===== src/rtl/ptp_evt_pkg.sv =====
package ptp_evt_pkg;

  localparam int unsigned DW = 32;
  localparam int unsigned TW = 2 * DW;
  localparam int unsigned AW = 3;

  typedef enum logic [1:0] {
    EM_PULSE  = 2'b00,
    EM_TOGGLE = 2'b01,
    EM_FLAG   = 2'b10,
    EM_RSVD   = 2'b11
  } evt_mode_e;

  localparam logic [AW-1:0] A_CTRL    = 3'd0;
  localparam logic [AW-1:0] A_TGT_LO  = 3'd1;
  localparam logic [AW-1:0] A_TGT_HI  = 3'd2;
  localparam logic [AW-1:0] A_RLD_LO  = 3'd3;
  localparam logic [AW-1:0] A_RLD_HI  = 3'd4;
  localparam logic [AW-1:0] A_IRQ_CLR = 3'd5;

  // Target after an add-mode event.
  function automatic logic [TW-1:0] tgt_advance(input logic [TW-1:0] tgt,
                                                input logic [DW-1:0] step);
    return tgt + {{(TW-DW){1'b0}}, step};
  endfunction

  // Pulse width in cycles, rounded up.
  function automatic int unsigned pulse_cycles(input int unsigned clk_ps,
                                               input int unsigned width_ns);
    return (width_ns * 1000 + clk_ps - 1) / clk_ps;
  endfunction

  // Pin level from the active level, polarity and enable.
  function automatic logic pin_level(input logic active, input logic pol,
                                     input logic oe);
    return oe & (active ^ pol);
  endfunction

endpackage


===== src/rtl/ptp_evt_cfg.sv =====
module ptp_evt_cfg
  import ptp_evt_pkg::*;
#(
  parameter int unsigned NPINS = 2
) (
  input  logic                 clk,
  input  logic                 rst_n,
  input  logic                 wr_en,
  input  logic [AW-1:0]        addr,
  input  logic [DW-1:0]        wdata,
  output logic                 add_sel,
  output logic [2*NPINS-1:0]   mode,
  output logic [NPINS-1:0]     oe,
  output logic [NPINS-1:0]     pol,
  output logic [TW-1:0]        rld,
  output logic                 tgt_wr_lo,
  output logic                 tgt_wr_hi,
  output logic                 irq_clr
);
  localparam int unsigned MODE_LSB = 1;
  localparam int unsigned OE_LSB   = MODE_LSB + 2 * NPINS;
  localparam int unsigned POL_LSB  = OE_LSB + NPINS;

  always_ff @(posedge clk or negedge rst_n) begin
    if (!rst_n) begin
      add_sel <= 1'b0;
      mode    <= '0;
      oe      <= '0;
      pol     <= '0;
      rld     <= '1;
    end else if (wr_en) begin
      unique case (addr)
        A_CTRL: begin
          add_sel <= wdata[0];
          mode    <= wdata[MODE_LSB +: 2*NPINS];
          oe      <= wdata[OE_LSB +: NPINS];
          pol     <= wdata[POL_LSB +: NPINS];
        end
        A_RLD_LO: rld[DW-1:0]  <= wdata;
        A_RLD_HI: rld[TW-1:DW] <= wdata;
        default: ;
      endcase
    end
  end

  assign tgt_wr_lo = wr_en && (addr == A_TGT_LO);
  assign tgt_wr_hi = wr_en && (addr == A_TGT_HI);
  assign irq_clr   = wr_en && (addr == A_IRQ_CLR) && wdata[0];

endmodule


===== src/rtl/ptp_evt_compare.sv =====
module ptp_evt_compare
  import ptp_evt_pkg::*;
(
  input  logic          clk,
  input  logic          rst_n,
  input  logic [TW-1:0] time_now,
  input  logic          add_sel,
  input  logic [TW-1:0] rld,
  input  logic          tgt_wr_lo,
  input  logic          tgt_wr_hi,
  input  logic [DW-1:0] wdata,
  input  logic          irq_clr,
  output logic [TW-1:0] target,
  output logic          hit,
  output logic          irq
);
  logic [TW-1:0] tgt_next;

  assign hit = (time_now >= target);

  always_comb begin
    tgt_next = target;
    if (tgt_wr_lo || tgt_wr_hi) begin
      if (tgt_wr_lo) tgt_next[DW-1:0]  = wdata;
      if (tgt_wr_hi) tgt_next[TW-1:DW] = wdata;
    end else if (hit) begin
      tgt_next = add_sel ? tgt_advance(target, rld[DW-1:0]) : rld;
    end
  end

  always_ff @(posedge clk or negedge rst_n) begin
    if (!rst_n) begin
      target <= '1;
      irq    <= 1'b0;
    end else begin
      target <= tgt_next;
      if (hit)          irq <= 1'b1;
      else if (irq_clr) irq <= 1'b0;
    end
  end

endmodule


===== src/rtl/ptp_evt_shaper.sv =====
module ptp_evt_shaper
  import ptp_evt_pkg::*;
#(
  parameter int unsigned PULSE_CYC = 5
) (
  input  logic       clk,
  input  logic       rst_n,
  input  logic       hit,
  input  logic       irq,
  input  logic [1:0] mode,
  input  logic       oe,
  input  logic       pol,
  output logic       pin,
  output logic       pin_oe
);
  localparam int unsigned CW = $clog2(PULSE_CYC + 1);
  localparam logic [CW-1:0] CNT_LOAD = CW'(PULSE_CYC);

  logic [CW-1:0] cnt;
  logic          tog;
  logic          active;
  evt_mode_e     m;

  assign m = evt_mode_e'(mode);

  always_ff @(posedge clk or negedge rst_n) begin
    if (!rst_n) begin
      cnt <= '0;
      tog <= 1'b0;
    end else begin
      if (hit && m == EM_PULSE) cnt <= CNT_LOAD;
      else if (cnt != '0)       cnt <= cnt - 1'b1;
      if (hit && m == EM_TOGGLE) tog <= ~tog;
    end
  end

  always_comb begin
    unique case (m)
      EM_PULSE:  active = (cnt != '0);
      EM_TOGGLE: active = tog;
      EM_FLAG:   active = irq;
      default:   active = 1'b0;
    endcase
  end

  assign pin    = pin_level(active, pol, oe);
  assign pin_oe = oe;

endmodule


===== src/rtl/ptp_target_event.sv =====
module ptp_target_event
  import ptp_evt_pkg::*;
#(
  parameter int unsigned NPINS    = 2,
  parameter int unsigned CLK_PS   = 20000,
  parameter int unsigned PULSE_NS = 100
) (
  input  logic             clk,
  input  logic             rst_n,
  input  logic [TW-1:0]    time_now,
  input  logic             cfg_wr_en,
  input  logic [AW-1:0]    cfg_addr,
  input  logic [DW-1:0]    cfg_wdata,
  output logic             tmr_irq,
  output logic [NPINS-1:0] evt_out,
  output logic [NPINS-1:0] evt_oe
);
  localparam int unsigned PULSE_CYC = pulse_cycles(CLK_PS, PULSE_NS);

  logic               cfg_add_sel;
  logic [2*NPINS-1:0] cfg_mode;
  logic [NPINS-1:0]   cfg_oe;
  logic [NPINS-1:0]   cfg_pol;
  logic [TW-1:0]      cfg_rld;
  logic               tgt_wr_lo;
  logic               tgt_wr_hi;
  logic               irq_clr;
  logic [TW-1:0]      target;
  logic               evt_hit;

  ptp_evt_cfg #(.NPINS(NPINS)) u_cfg (
    .clk       (clk),
    .rst_n     (rst_n),
    .wr_en     (cfg_wr_en),
    .addr      (cfg_addr),
    .wdata     (cfg_wdata),
    .add_sel   (cfg_add_sel),
    .mode      (cfg_mode),
    .oe        (cfg_oe),
    .pol       (cfg_pol),
    .rld       (cfg_rld),
    .tgt_wr_lo (tgt_wr_lo),
    .tgt_wr_hi (tgt_wr_hi),
    .irq_clr   (irq_clr)
  );

  ptp_evt_compare u_cmp (
    .clk       (clk),
    .rst_n     (rst_n),
    .time_now  (time_now),
    .add_sel   (cfg_add_sel),
    .rld       (cfg_rld),
    .tgt_wr_lo (tgt_wr_lo),
    .tgt_wr_hi (tgt_wr_hi),
    .wdata     (cfg_wdata),
    .irq_clr   (irq_clr),
    .target    (target),
    .hit       (evt_hit),
    .irq       (tmr_irq)
  );

  for (genvar gi = 0; gi < NPINS; gi++) begin : g_pin
    ptp_evt_shaper #(.PULSE_CYC(PULSE_CYC)) u_shp (
      .clk    (clk),
      .rst_n  (rst_n),
      .hit    (evt_hit),
      .irq    (tmr_irq),
      .mode   (cfg_mode[2*gi +: 2]),
      .oe     (cfg_oe[gi]),
      .pol    (cfg_pol[gi]),
      .pin    (evt_out[gi]),
      .pin_oe (evt_oe[gi])
    );
  end

endmodule


===== config.mk =====
export PLATFORM = sky130hd
export DESIGN_NAME = ptp_target_event
export DESIGN_NICKNAME = d
export VERILOG_FILES = /design/src/rtl/ptp_evt_pkg.sv /design/src/rtl/ptp_evt_cfg.sv /design/src/rtl/ptp_evt_compare.sv /design/src/rtl/ptp_evt_shaper.sv /design/src/rtl/ptp_target_event.sv
export SDC_FILE = /design/constraint.sdc
export NUM_CORES = 1
export LEC_CHECK = 0
export ABC_CLOCK_PERIOD_IN_PS = 3490
export BUFFER_PORTS_ARGS = -buffer_cell sky130_fd_sc_hd__buf_2
export CAP_MARGIN = 20
export CORE_MARGIN = 2
export CORE_UTILIZATION = 55
export CTS_CLUSTER_DIAMETER = 30
export DETAILED_ROUTE_END_ITERATION = 10
export PLACE_DENSITY = 0.71
export SETUP_SLACK_MARGIN = 0.15
export SLEW_MARGIN = 20
export SYNTH_ARGS = -nofsm -noshare
export SYNTH_HDL_FRONTEND = slang
export SYNTH_SLANG_ARGS = --single-unit

===== constraint.sdc =====
create_clock -name clk -period 3.49 [get_ports clk]
set_input_delay 0 -clock clk [delete_from_list [all_inputs] [get_ports clk]]
set_output_delay 0 -clock clk [all_outputs]
set_load 0.005 [all_outputs]

==> summary.txt, run 1 <==
WL per Instance - 20.44 um
Vias per inst - 6.200
# DRC - 0
Delay-heaviest family, CP - compound AO/OA/AOI/OAI gates
Antenna Violating Nets Remaining - 0
Reg-to-reg startpoint - u_cmp.target[19]$_DFFE_PN1P_
Setup CP Type - reg2reg
Ys async rst share - 100.0%
Hold Fails Final Rpt - 0
Post-synth EDFFs - 0
Crit path launch - u_cmp.target[19]$_DFFE_PN1P_
WHS - 0.2083 ns
Max-slew violations - 0
Peak supply drop - 0.0005367 V
GRT Residual Overflow - 0
Syn nets - 1426
Post-synth top cells - dfstp_2 (128), nand2_1 (119), ha_1 (100), a21oi_1 (94), inv_1 (79)
Overall routed net length - 33650 um
Number of max-cap violations - 0
CTS tree - yes
Most used routing layer - met2
H-tree depth - 4
Die width - 146.4 um
Met3 usage - 4.781%
P_int - 6.558 mW
Leakage - 5.830 nW
CTS Sinks - 146
Chip height - 146.4 um
Iteration-0 DRC Markers - 860
Clock power share - 16.8%
Core Area - 20040 um^2
CTS clk-pin slew, worst paths - 0.07 ns
Nets - 1566
# IOs - 107
Filler cells - 1653
Min Tclk post-route - 3.381 ns
Pin count of the biggest net entering global routing - 82
RSZ-0062 raised after global routing - yes
Min-delay worst type - in2async
Post-Syn Area - 11150 um^2
CTS buffer count - 17
Endpoints failing setup - 0
Area contributors post-synth - dfstp_2 (30%), ha_1 (11%), mux2_2 (7.4%)
Slowest cell on crit path - dfstp_2
CP bufs+invs - 4
Port-buffer cells - 106
Design area - 13360 um^2
Skew final - 0.008329 ns
Sw frac - 43.36%
Combinational share of power - 55.2%
Total track usage - 30.56%
Period utilization - 96.88%
Pre-Repair DR Iteration Count - 6
Worst-path cell chain - inv_1, ha_4, nand4_1, nor4_2, buf_4, o211ai_1, a31oi_2, nor2_4, or3_1, a32o_4, buf_12, buf_6, o31ai_2
Power Total - 11.58 mW
Power per cell area - 867.0 nW/um^2
Worst Path Max Fanout - 6
Post-synth top area share - 30.17%
Count leader, synth - dfstp_2
DR vias - 10.21k
Clock latency at the later pin of the worst-skew pair - 0.44 ns
Die Area - 21420 um^2
Met2 Track Usage GR - 51.79%
Hpwl dp - 23480 um
Site Rows - 52
WP data required - 3.84 ns
FMAX - 295.7 MHz
Initial antenna violation count - 1
Post-Synthesis Cells - 1223
Placed cell area - 12030 um^2
YS warnings - 0
Worst Path Arrival - 3.73 ns
Synth Flop Type - dfstp_2
Reg-to-reg setup timing slack - 0.11 ns
Share of post-route cells with drive strength above 1 - 30.74%
Startpoint types - flip-flop
Worst slew pin tran - 0.9858 ns
Yosys cell types - 83
Seq pwr share - 27.9%
Leading area contributor after synthesis - dfstp_2
Max Buffers Root-to-Sink - 2
Layout overhead on the synthesized area - 19.80%
CP peak stage delay - 0.54 ns
#FFs+latches synth - 146
Switching power - 5.020 mW
Routability congestion estimate - 0.9705
Seq/Total Area, Yosys - 34.21%
Vias in the first global route - 9908
Max-Slew Margin vs Limit - 34.28%
Global Route met1 Usage - 39.15%
ANT cells - 0
Critical Path Sink Type - flip-flop
Syn avg cell area - 9.115 um^2
Status - complete, no violations
Clock root cell - clkbuf_16
First-pass GRT wire length - 51780 um
Setup TNS Final - 0 ns
Starting Density - 55.63%
-- what timing repair did --
action / 4_1_cts / 5_1_grt
buffers inserted: 0 / 4
gates cloned: 0 / 5
pin swaps: 1 / 9
endpoints found under the setup margin: 2 / 56
hold buffers: 37 / 0
resized for setup: 2 / 28
endpoints found under the hold margin: 121 / 0
-- power by group through the flow --
stage	combinational [mW]	sequential [mW]	clock (mW)
floorplan	4.40	3.06	0
detailed placement	5.80	3.24	0
finish	6.40	3.23	1.95
global placement	5.70	3.21	0
CTS	5.88	3.22	1.97
global route	7.07	3.32	2.04
-- per-stage QoR --
step	utilization (%)	std cells	worst slack (ns)
after global placement	60.05	1568	0.1925
final	66.65	1646	0.1087
after CTS	65.04	1637	0.1705
after floorplan	-	1223	0.4803
after detailed placement	60.05	1568	0.1615
after global routing	66.65	1646	-0.002537
-- sequential cells by signal, indices dropped and copies added (netlist names) --
register         cells
u_cfg.oe             2
u_cfg.add_sel        1
g_pin.u_shp.tog      2
u_cmp.irq            1
u_cfg.rld           64
g_pin.u_shp.cnt      6
u_cfg.mode           4
u_cfg.pol            2
u_cmp.target        64
-- cell type report --
cell class / count / area, um^2 / area share (%)
Clock inverter: 15 / 196.4 / 1.471
Multi-Input combinational cell: 936 / 6975 / 52.23
Timing Repair Buffer: 182 / 1305 / 9.771
Sequential cell: 146 / 3815 / 28.56
Inverter: 80 / 300.3 / 2.248
Tap cell: 270 / 337.8 / 2.530
Clock buffer: 17 / 425.4 / 3.185
-- worst paths after layout --
path,cells past startpoint,end
max in group asynchronous,3,u_cmp.target[60]$_DFFE_PN1P_
min in group clk,3,u_cfg.rld[20]$_DFFE_PN1P_
min reg2reg,1,g_pin[0].u_shp.tog$_DFFE_PN0P_
max reg2reg,13,u_cmp.target[28]$_DFFE_PN1P_
max,13,u_cmp.target[28]$_DFFE_PN1P_
min,2,u_cfg.oe[0]$_DFFE_PN0P_
-- cell families (layout without fill, tap and decap cells) --
| kind of cell | count (synthesis) | in the layout | share of synthesized area [%] |
|---|---|---|---|
| buf+inv | 141 | 294 | 5.095 |
| flops | 146 | 146 | 34.21 |
| simple gates | 337 | 337 | 14.68 |
| xor+xnor | 43 | 43 | 3.378 |
| fa+ha+maj | 101 | 101 | 11.40 |
| compound gates | 343 | 343 | 20.21 |
| mux | 112 | 112 | 11.02 |
-- cell usage in the layout, fill, tap and decap left out, drive strengths merged, types with 9 or more instances in the layout --
| master | count |
|---|---|
| buf | 142 |
| dfstp | 128 |
| nand2 | 120 |
| ha | 100 |
| a21oi | 95 |
| inv | 88 |
| mux2 | 86 |
| o21ai | 74 |
| nor2 | 73 |
| dlygate4sd3 | 37 |
| xnor2 | 32 |
| a21o | 30 |
| nand3 | 29 |
| mux2i | 26 |
| nand4 | 25 |
| nor3 | 24 |
| clkbuf | 20 |
| a211oi | 20 |
| dfrtp | 18 |
| a31oi | 17 |
| o211ai | 14 |
| xor2 | 11 |
| and3 | 11 |
| o31ai | 11 |
| a2bb2oi | 10 |
| nor4 | 9 |
-- layer usage --
layer / vias to the layer above / routed length (um) / share of wire, %
met4: 0 / 1452 / 4.3
met5: - / 0 / 0
met2: 449 / 16010 / 48
met3: 108 / 2306 / 6.9
met1: 4885 / 13880 / 41
li1: 4764 / - / -
No activity file was read; power rests on OpenSTA's default activity.
==> run 2, diff against run 1 <==
Settings changed: ABC_CLOCK_PERIOD_IN_PS 3490 to 3080, PLACE_DENSITY 0.71 to 0.74.
Clock period 3.49 ns to 3.08 ns, I/O delays scaled along.
==> summary.txt, run 2 (synthesis gave the netlist of run 1 again) <==
Endpoints failing setup - 70 (+70)
Hpwl dp - 25030 um (+6.6%)
Min Tclk post-route - 3.444 ns (+0.06300 ns)
# IOs - 107 (unchanged)
Worst Path Arrival - 3.83 ns (+0.10 ns)
Total track usage - 32.90% (+2.3 points)
Initial antenna violation count - 0 (-1)
Max-slew violations - 0 (unchanged)
WHS - 0.1627 ns (-0.04552 ns)
ANT cells - 0 (unchanged)
Die Area - 21420 um^2 (unchanged)
GRT Residual Overflow - 0 (unchanged)
Largest regs - u_cfg.rld: 64 flops, u_cmp.target: 64 flops, g_pin.u_shp.cnt: 6 flops
Leakage - 6.449 nW (+11%)
Vias per inst - 6.149 (-0.83%)
RSZ-0062 raised after global routing - yes
Die width - 146.4 um (unchanged)
Failing checks - negative setup slack
Status - finished with violations
CP peak stage delay - 0.54 ns (about the same)
First-pass GRT wire length - 55570 um (+7.3%)
Port-buffer cells - 106 (unchanged)
CTS buffer count - 17 (unchanged)
# DRC - 0 (unchanged)
WP data required - 3.46 ns (-0.38 ns)
FF+latch area - 3815 um^2 (unchanged)
Peak supply drop - 0.0006989 V (+30%)
Crit path top cell by count - buf_12
Vias in the first global route - 10.73k (+8.3%)
H-tree depth - 4 (unchanged)
Multi-input logic area - 7124 um^2 (+2.1%)
Antenna Violating Nets Remaining - 0 (unchanged)
Period utilization - 111.8% (+15 points)
Core Area - 20040 um^2 (unchanged)
Worst slew pin tran - 0.7780 ns (-0.2078 ns)
Overall routed net length - 35710 um (+6.1%)
Routability congestion estimate - 0.9757 (+0.54%)
Layout overhead on the synthesized area - 28.92%
Most common cell after layout, fill and taps aside - buf_4
CTS Sinks - 146 (unchanged)
Iteration-0 DRC Markers - 845 (-1.7%)
Critical Path Sink Type - flip-flop
Leading cell types in the layout, fill and taps excluded - buf_4 (143), dfstp_2 (128), nand2_1 (117)
Pre-Repair DR Iteration Count - 6 (unchanged)
Clock latency at the later pin of the worst-skew pair - 0.46 ns (+0.02 ns)
CTS clk-pin slew, worst paths - 0.08 ns (about the same)
WL per Instance - 20.28 um (-0.82%)
Cell Count, Final, Fillers Out - 1761 (+7.0%)
Nets - 1681 (+7.3%)
Clock root cell - clkbuf_16
Power Total - 14.53 mW (+25%)
Slowest cell on crit path - dfstp_2
Pin count of the biggest net entering global routing - 79 (-3.7%)
Filler cells - 1568 (-5.1%)
Setup ws final - -0.3643 ns (-0.4730 ns)
Met2 Track Usage GR - 57.10% (+5.3 points)
DR vias - 10.83k (+6.1%)
Met3 usage - 4.500% (-0.28 points)
Skew final - 0.01096 ns (+0.002632 ns)
Global Route met1 Usage - 40.81% (+1.7 points)
Number of max-cap violations - 0 (unchanged)
Min-delay worst type - in2async
Most used routing layer - met2
Power per cell area - 1011 nW/um^2 (+17%)
FMAX - 290.3 MHz (-1.8%)
Worst Path Max Fanout - 8 (+2)
Chip height - 146.4 um (unchanged)
CTS tree - yes
Max Buffers Root-to-Sink - 2 (unchanged)
Setup CP Type - reg2reg
Startpoint types - flip-flop
Dpl cells - 1682 (+7.3%)
Share of post-route cells with drive strength above 1 - 38.43% (+7.7 points)
Hold Fails Final Rpt - 0 (unchanged)
Worst-path cell chain - inv_2, ha_4, nand4_1, nor4_4, buf_4, o211ai_1, a31oi_2, nor2_2, or3_1, a32o_2, buf_12, buf_12, mux2_4
Site Rows - 52 (unchanged)
Starting Density - 55.63% (unchanged)
Max-Slew Margin vs Limit - 47.94% (+14 points)
[run 2: cell count changes in the layout (fill, tap and decap cells not counted), moves of 4 or more]
| cell | before | now |
|---|---|---|
| buf_4 | 29 | 143 |
| mux2_1 | 13 | 4 |
| mux2_4 | 0 | 9 |
| a211oi_1 | 18 | 11 |
| a211oi_2 | 1 | 7 |
| a21oi_1 | 94 | 88 |
| inv_8 | 3 | 9 |
| a21oi_2 | 1 | 6 |
| inv_1 | 78 | 74 |
| inv_2 | 2 | 6 |
[run 2: critical path, delay by kind of cell, from the launching register on]
kind | cells | cell delay [ns]
AOI/OAI and AO/OA | 3 | 0.67
adders and majority gates | 1 | 0.26
buffers and inverters | 4 | 0.55
DFF | 1 | 0.54
muxes | 1 | 0.30
and+or+nand+nor | 4 | 1.05
[run 2: layout make-up]
| class | instances | area share [%] |
|---|---|---|
| multi-input cells | 936 | 49.57 |
| repair buffers | 297 | 15.26 |
| flip-flops and latches | 146 | 26.54 |
| clock inverters | 15 | 1.227 |
| inverters | 80 | 2.089 |
| clock buffers | 17 | 2.960 |
| well taps | 270 | 2.350 |
[run 2: per-stage QoR]
stage	setup WS (ns)	cell area, um^2	TNS, ns	utilization [%]
3_5_place_dp	-0.2554	12890	-7.238	64.32
4_1_cts	-0.1586	14080	-5.065	70.28
5_1_grt	-0.4835	14370	-25.02	71.72
6_report	-0.3643	14370	-14.82	71.72
2_1_floorplan	0.1515	11150	0	-
3_3_place_gp	-0.1431	12890	-2.258	64.32
[run 2: power breakdown]
part | total, mW | switching (mW) | leakage (nW) | internal, mW
registers | 3.57 | 0.514 | 1.55 | 3.05
logic | 8.80 | 4.64 | 4.60 | 4.16
clock network | 2.17 | 1.06 | 0.298 | 1.11
total | 14.5 | 6.21 | 6.45 | 8.32
[run 2: layer usage]
metal | vias up | wire (um)
met5 | - | 0
met4 | 0 | 1566
met3 | 112 | 2234
met2 | 492 | 17700
met1 | 5221 | 14210
li1 | 5003 | -
[run 2: worst paths after layout]
path | start | endpoint | slack, ns | depth (start not counted)
setup / recovery | u_cmp.target[26]$_DFFE_PN1P_ | u_cmp.target[24]$_DFFE_PN1P_ | -0.36 | 13
hold / removal | rst_n | g_pin[1].u_shp.cnt[0]$_DFFE_PN0P_ | 0.16 | 2
setup reg to reg | u_cmp.target[26]$_DFFE_PN1P_ | u_cmp.target[24]$_DFFE_PN1P_ | -0.36 | 13
hold reg to reg | g_pin[0].u_shp.tog$_DFFE_PN0P_ | g_pin[0].u_shp.tog$_DFFE_PN0P_ | 0.48 | 1
max in group asynchronous | rst_n | u_cmp.target[28]$_DFFE_PN1P_ | 1.99 | 3
min in group clk | cfg_wr_en | u_cfg.rld[40]$_DFFE_PN1P_ | 0.34 | 5
[run 2: repair_timing]
action | CTS | global route
gates cloned | 2 | 0
buffers inserted | 3 | 5
pin swaps | 4 | 22
hold buffers | 37 | 0
resized for setup | 20 | 53
setup endpoints to repair | 72 | 72
hold endpoints to repair | 110 | 0
